**src/rtl/synth_cfg_pkg.sv**
```systemverilog
`timescale 1ns/1ps
package synth_cfg_pkg;
  localparam int M_W    = 9;
  localparam int A_W    = 4;
  localparam int R_W    = 6;
  localparam int BUS_W  = 8;
  localparam int ENH_W  = 8;
  localparam int WORD_W = R_W + 1 + M_W + A_W;

  // strobe vector indices
  localparam int STB_SCLK = 0;
  localparam int STB_ENH  = 1;
  localparam int STB_M1   = 2;
  localparam int STB_M2   = 3;
  localparam int STB_A    = 4;
  localparam int STB_HOP  = 5;
  localparam int STB_N    = 6;

  typedef struct packed {
    logic [R_W-1:0] r;
    logic           pre_en;
    logic [M_W-1:0] m;
    logic [A_W-1:0] a;
  } cfg_word_t;

  typedef enum logic [1:0] {MODE_PAR = 2'd0, MODE_SER = 2'd1, MODE_DIR = 2'd2} if_mode_e;

  function automatic if_mode_e decode_mode(input logic dir, input logic ser);
    if (dir)      return MODE_DIR;
    else if (ser) return MODE_SER;
    else          return MODE_PAR;
  endfunction
endpackage

```
**src/rtl/synth_cfg_edge.sv**
```systemverilog
`timescale 1ns/1ps
module synth_cfg_edge #(
  parameter int N      = 6,
  parameter int STAGES = 2
) (
  input  logic         clk_i,
  input  logic         rst_ni,
  input  logic [N-1:0] async_i,
  output logic [N-1:0] level_o,
  output logic [N-1:0] rise_o
);
  for (genvar g = 0; g < N; g++) begin : g_bit
    logic [STAGES:0] pipe_q;
    always_ff @(posedge clk_i or negedge rst_ni) begin
      if (!rst_ni) pipe_q <= '0;
      else         pipe_q <= {pipe_q[STAGES-1:0], async_i[g]};
    end
    assign level_o[g] = pipe_q[STAGES-1];
    assign rise_o[g]  = pipe_q[STAGES-1] & ~pipe_q[STAGES];
  end
endmodule

```
**src/rtl/synth_cfg_regs.sv**
```systemverilog
`timescale 1ns/1ps
module synth_cfg_regs
  import synth_cfg_pkg::*;
(
  input  logic             clk_i,
  input  logic             rst_ni,
  input  if_mode_e         mode_i,
  input  logic [STB_N-1:0] level_i,
  input  logic [STB_N-1:0] rise_i,
  input  logic             ser_data_i,
  input  logic [BUS_W-1:0] bus_i,
  output cfg_word_t        prim_o,
  output cfg_word_t        sec_o,
  output logic [ENH_W-1:0] enh_o
);
  localparam int M_LO_W = BUS_W - 1;            // m bits loaded by M1
  localparam int M_HI_W = M_W - M_LO_W;         // m bits loaded by M2
  localparam int R_LO_W = BUS_W - A_W;          // r bits loaded by A strobe
  localparam int R_HI_W = R_W - R_LO_W;         // r bits loaded by M2
  localparam int M2_W   = R_HI_W + M_HI_W;

  cfg_word_t        prim_q, sec_q;
  logic [ENH_W-1:0] enh_q;

  always_ff @(posedge clk_i or negedge rst_ni) begin
    if (!rst_ni) begin
      prim_q <= '0;
      sec_q  <= '0;
      enh_q  <= '0;
    end else begin
      if (mode_i == MODE_SER && rise_i[STB_SCLK]) begin
        if (level_i[STB_ENH]) enh_q  <= {enh_q[ENH_W-2:0], ser_data_i};
        else                  prim_q <= {prim_q[WORD_W-2:0], ser_data_i};
      end
      if (mode_i == MODE_PAR) begin
        if (rise_i[STB_M1]) {prim_q.pre_en, prim_q.m[M_LO_W-1:0]} <= bus_i;
        if (rise_i[STB_M2]) {prim_q.r[R_W-1:R_LO_W], prim_q.m[M_W-1:M_LO_W]} <= bus_i[M2_W-1:0];
        if (rise_i[STB_A])  {prim_q.r[R_LO_W-1:0], prim_q.a} <= bus_i;
        if (rise_i[STB_ENH]) enh_q <= bus_i;
      end
      if (mode_i != MODE_DIR && rise_i[STB_HOP]) sec_q <= prim_q;
    end
  end

  assign prim_o = prim_q;
  assign sec_o  = sec_q;
  assign enh_o  = enh_q;
endmodule

```
**src/rtl/synth_cfg_omux.sv**
```systemverilog
`timescale 1ns/1ps
module synth_cfg_omux
  import synth_cfg_pkg::*;
(
  input  if_mode_e       mode_i,
  input  logic           fsel_ser_i,
  input  logic           fsel_par_i,
  input  cfg_word_t      prim_i,
  input  cfg_word_t      sec_i,
  input  logic [M_W-1:0] dir_m_i,
  input  logic [A_W-1:0] dir_a_i,
  input  logic           dir_pre_en_i,
  output logic [M_W-1:0] m_o,
  output logic [A_W-1:0] a_o,
  output logic [R_W-1:0] r_o,
  output logic           pre_en_o
);
  cfg_word_t pick;
  logic      sel;

  always_comb begin
    sel  = (mode_i == MODE_SER) ? fsel_ser_i : fsel_par_i;
    pick = sel ? prim_i : sec_i;
    if (mode_i == MODE_DIR) begin
      m_o      = dir_m_i;
      a_o      = dir_a_i;
      r_o      = '0;
      pre_en_o = dir_pre_en_i;
    end else begin
      m_o      = pick.m;
      a_o      = pick.a;
      r_o      = pick.r;
      pre_en_o = pick.pre_en;
    end
  end
endmodule

```
**src/rtl/synth_cfg_if.sv**
```systemverilog
`timescale 1ns/1ps
module synth_cfg_if
  import synth_cfg_pkg::*;
#(
  parameter int SYNC_STAGES = 2
) (
  input  logic             clk_i,
  input  logic             rst_ni,
  input  logic             direct_i,
  input  logic             serial_i,
  input  logic             ser_clk_i,
  input  logic             ser_data_i,
  input  logic             enh_wr_i,
  input  logic             fsel_ser_i,
  input  logic             fsel_par_i,
  input  logic [BUS_W-1:0] bus_i,
  input  logic             m1_wr_i,
  input  logic             m2_wr_i,
  input  logic             a_wr_i,
  input  logic             hop_wr_i,
  input  logic [M_W-1:0]   dir_m_i,
  input  logic [A_W-1:0]   dir_a_i,
  input  logic             dir_pre_en_i,
  output logic [M_W-1:0]   m_o,
  output logic [A_W-1:0]   a_o,
  output logic [R_W-1:0]   r_o,
  output logic             pre_en_o,
  output logic [ENH_W-1:0] enh_o
);
  logic [STB_N-1:0] stb_raw, stb_level, stb_rise;
  if_mode_e         mode;
  cfg_word_t        prim_q, sec_q;
  logic [ENH_W-1:0] enh_q;

  assign mode = decode_mode(direct_i, serial_i);

  always_comb begin
    stb_raw           = '0;
    stb_raw[STB_SCLK] = ser_clk_i;
    stb_raw[STB_ENH]  = enh_wr_i;
    stb_raw[STB_M1]   = m1_wr_i;
    stb_raw[STB_M2]   = m2_wr_i;
    stb_raw[STB_A]    = a_wr_i;
    stb_raw[STB_HOP]  = hop_wr_i;
  end

  synth_cfg_edge #(.N(STB_N), .STAGES(SYNC_STAGES)) u_edge (
    .clk_i, .rst_ni, .async_i(stb_raw), .level_o(stb_level), .rise_o(stb_rise)
  );

  synth_cfg_regs u_regs (
    .clk_i, .rst_ni, .mode_i(mode), .level_i(stb_level), .rise_i(stb_rise),
    .ser_data_i, .bus_i, .prim_o(prim_q), .sec_o(sec_q), .enh_o(enh_q)
  );

  synth_cfg_omux u_omux (
    .mode_i(mode), .fsel_ser_i, .fsel_par_i, .prim_i(prim_q), .sec_i(sec_q),
    .dir_m_i, .dir_a_i, .dir_pre_en_i, .m_o, .a_o, .r_o, .pre_en_o
  );

  assign enh_o = enh_q;
endmodule

```
**config.mk**
```make
export PLATFORM = sky130hd
export DESIGN_NAME = synth_cfg_if
export DESIGN_NICKNAME = d
export VERILOG_FILES = /design/src/rtl/synth_cfg_pkg.sv /design/src/rtl/synth_cfg_edge.sv /design/src/rtl/synth_cfg_regs.sv /design/src/rtl/synth_cfg_omux.sv /design/src/rtl/synth_cfg_if.sv
export SDC_FILE = /design/constraint.sdc
export NUM_CORES = 1
export LEC_CHECK = 0
export ABC_AREA = 0
export CAP_MARGIN = 40
export CELL_PAD_IN_SITES_DETAIL_PLACEMENT = 0
export CELL_PAD_IN_SITES_GLOBAL_PLACEMENT = 1
export CORE_MARGIN = 2
export CORE_UTILIZATION = 36
export CTS_CLUSTER_SIZE = 28
export DETAILED_ROUTE_END_ITERATION = 6
export PLACE_DENSITY_LB_ADDON = 0.1
export SLEW_MARGIN = 20
export SYNTH_ARGS = -nofsm -noshare
export SYNTH_HDL_FRONTEND = slang
export SYNTH_SLANG_ARGS = --single-unit
```
**constraint.sdc**
```tcl
create_clock -name clk_i -period 1.4 [get_ports clk_i]
set_input_delay 0.28 -clock clk_i [delete_from_list [all_inputs] [get_ports clk_i]]
set_output_delay 0.28 -clock clk_i [all_outputs]
set_load 0.1 [all_outputs]
```
==> qor.log <==
qor: sta.tightest_slew 350 ps
qor: final_layout.syn_to_final_growth 73.6%
qor: place.last_weighted_congestion_value_of_the_routability_driven_placer 0.726
qor: sta.finalMaxSlewViolations 0
qor: logic_synthesis.syn_inst 231
qor: worst_setup_path.worstSetupStartpointType primary input
qor: flow_run.maxCapViolCount 0
qor: final_layout.non_filler_instance_count_after_layout 427
qor: routing.drt_drc_violations_left 0
qor: logic_synthesis.synth_top_cells_by_area dfrtp_1 56%, mux2i_1 11%, mux2_2 7.7%
qor: global_routing.total_grt_overflow 0
qor: floorplan.die_width 94.2 µm
qor: logic_synthesis.dominant_cell_type_by_area_after_synthesis dfrtp_1
qor: logic_synthesis.synth_sequential_area_ratio 0.564
qor: clock_tree.ctsHtreeMaxLevel 3
qor: final_layout.diodes 0
qor: sta.final_hold_viol_count 0
qor: logic_synthesis.syn-num-nets 266
qor: sta.finalWorstSetupSlack -435 ps
qor: sta.setup_total_neg_slack -10180 ps
qor: clock_tree.tritoncts_num_sinks 66
qor: logic_synthesis.post_synth_instance_area 2930 µm²
qor: logic_synthesis.yosysWarnings 0
qor: place.hpwlAfterDp 4.67 mm
qor: global_routing.global_route.usage.total 0.181
qor: clock_tree.insertion_delay 350 ps
qor: global_routing.first_global_vias 2280
qor: worst_setup_path.path_class in -> out
qor: routing.postRouteWirelength 7.38 mm
qor: power.irDropWorstVdd 1.24 mV
qor: clock_tree.cts_buffers 9
qor: worst_setup_path.worst_ep_arrival_time 1560 ps
qor: floorplan.floorplan.die.height 94.2 µm
qor: logic_synthesis.synth.distinct_cells 17
qor: sta.rsz0062_at_grt yes
qor: sta.post-route-period-util 1.31
qor: logic_synthesis.postSynthRegisterBits 66
qor: global_routing.grt_first_pass_wirelength 12.0 mm
qor: sta.layout_min_cycle_time 1840 ps
qor: final_layout.nNetsFinal 355
qor: place.dp_cells 401
qor: routing.via_count 2196
qor: worst_setup_path.crit_path_end_kind output pin
qor: routing.detailedRoute.firstIterationViolations 55
qor: clock_tree.cts_root_buf clkbuf_8
qor: worst_setup_path.cp_data_required_time 1120 ps
qor: sta.max_slew_margin 0.767
qor: sta.final.hold.worst_slack 350 ps
qor: global_routing.grt_start_max_net_pins 67
qor: status.run_status complete, but fails checks
qor: clock_tree.clk_transition_reported_paths 70 ps
qor: power.powerDensity 1540 nW/µm²
qor: place.port_buffers 62
qor: routing.routed_wire_length_per_instance 17.3 µm
qor: clock_tree.clock_tree_from_tritoncts built
qor: sta.achievable-frequency 545 MHz
qor: global_routing.initial_antenna_violation_count 0
qor: routing.drt_pre_antenna_iters 4
qor: floorplan.floorplan.die_area 8870 µm²
qor: final_layout.post_route_core_utilization 0.651
qor: logic_synthesis.synthDominantCellAreaShare 0.564
qor: power.total_power 7.84 mW
qor: routing.detail_routed_via_count_per_cell 5.14
qor: routing.drtAntennaViolNets 0
qor: worst_hold_path.holdCritPathClass reg -> reg
qor: floorplan.io_pins 63
qor: sta.setup_viol 40
qor: floorplan.fp-row-count 32
qor: clock_tree.cts.path.max_buffers 2
qor: logic_synthesis.syn-mean-instance-area 12.7 µm²
qor: status.violated_checks setup timing
qor: sta.fin_skew 8.04 ps
qor: final_layout.layout-drive-gt1-share 0.495
qor: power.p_leak 2.13 nW
qor: worst_setup_path.critical_path_peak_fanout 8
qor: floorplan.start_util 0.375
qor: floorplan.design.core.area 7810 µm²
## cell usage after synthesis
master / count
a221o_1: 18
and2b_1: 1
and4bb_1: 1
buf_2: 6
buf_4: 4
clkbuf_1: 5
dfrtp_1: 66
mux2_2: 20
mux2i_1: 31
nand2_1: 25
nand2b_1: 1
nor2_1: 6
nor3b_1: 19
nor4b_2: 2
nor4b_4: 2
o21ai_0: 20
o21ai_1: 4
## sequential cells by signal, summed over array words and instances (netlist names)
signal               flops
u_regs.prim_o           20
u_regs.sec_o            20
u_edge.g_bit.pipe_q     18
u_regs.enh_o             8
## area by class of cell
class                   count  area (µm²)
fillers                   582        2720
multi-input cells         150        1760
flip-flops and latches     66        1650
repair buffers             93        1340
clock buffers              12         135
well taps                 102         128
clock inverters             4        76.3
## path summary, 6_finish.rpt
check / startpoint / cells past startpoint / end / slack (ps)
setup / recovery: direct_i / 8 / a_o[0] / -440
hold / removal: u_edge.g_bit[4].pipe_q[0] / 0 / u_edge.g_bit[4].pipe_q[1] / 350
setup reg to reg: u_edge.g_bit[0].pipe_q[2] / 5 / u_regs.prim_o[16] / -120
hold reg to reg: u_edge.g_bit[4].pipe_q[0] / 0 / u_edge.g_bit[4].pipe_q[1] / 350
max in group asynchronous: rst_ni / 3 / u_regs.sec_o[12] / 630
min in group asynchronous: rst_ni / 3 / u_edge.g_bit[0].pipe_q[0] / 480
## routing by layer
metal | vias up | wire, µm | global-route usage | share of wire
li1 | 1032 | - | - | -
met3 | 12 | 349 | 0.0369 | 0.047
met1 | 1090 | 3340 | 0.247 | 0.45
met4 | 0 | 138 | 0.0761 | 0.019
met5 | - | 0 | 0 | 0
met2 | 62 | 3540 | 0.280 | 0.48
## metrics by stage
step                      setup WS (ps)  cell area (µm²)
after global routing               -490             5090
after detailed placement           -778             4380
final                              -435             5090
after global placement             -780             4380
after CTS                          -441             4850
after floorplan                    -376             3210
## kinds of logic after synthesis
kind of cell,Yosys count,synth area share
buffers and inverters,15,0.0269
and+or+nand+nor,57,0.124
muxes,51,0.183
AOI/OAI and AO/OA,42,0.103
DFF,66,0.564
## placed cells by master, fill, tap and decap left out, types with 2 or more instances in the layout
cell type / netlist / routed
mux2i_2: 0 / 4
clkbuf_16: 0 / 3
mux2_2: 20 / 20
nor2_4: 0 / 6
clkbuf_1: 5 / 3
clkbuf_8: 0 / 9
mux2i_1: 31 / 10
nand2_1: 25 / 24
buf_12: 0 / 37
buf_16: 0 / 2
buf_6: 0 / 3
a221o_1: 18 / 18
mux2i_4: 0 / 17
clkdlybuf4s50_1: 0 / 29
o21ai_4: 0 / 14
nor3b_2: 0 / 16
dlygate4sd2_1: 0 / 2
o21ai_0: 20 / 6
bufinv_16: 0 / 2
nor4b_4: 2 / 2
o21ai_1: 4 / 4
dfrtp_1: 66 / 66
nor3b_4: 0 / 3
buf_4: 4 / 15
nor4b_2: 2 / 2
## worst max-delay path, stage by stage
cell and delay, ps:
buf_6 70, nand2b_4 120, mux2i_4 260, buf_12 150, buf_16 160, mux2i_4 260, o21ai_4 80, buf_12 170
## power breakdown
part	total (mW)	internal (mW)	switching [mW]
Combinational	3.31	1.51	1.81
Clock	1.74	1.01	0.728
Sequential	2.80	2.31	0.482
## what timing repair did
action | CTS | global route
endpoints found under the hold margin | 66 | 0
pin swaps | 9 | 12
gates resized for setup | 38 | 33
setup endpoints to repair | 48 | 44
cloned | 2 | 4
hold buffers | 1 | 0
setup buffers | 3 | 2
Power figures use the tool's default switching activity.
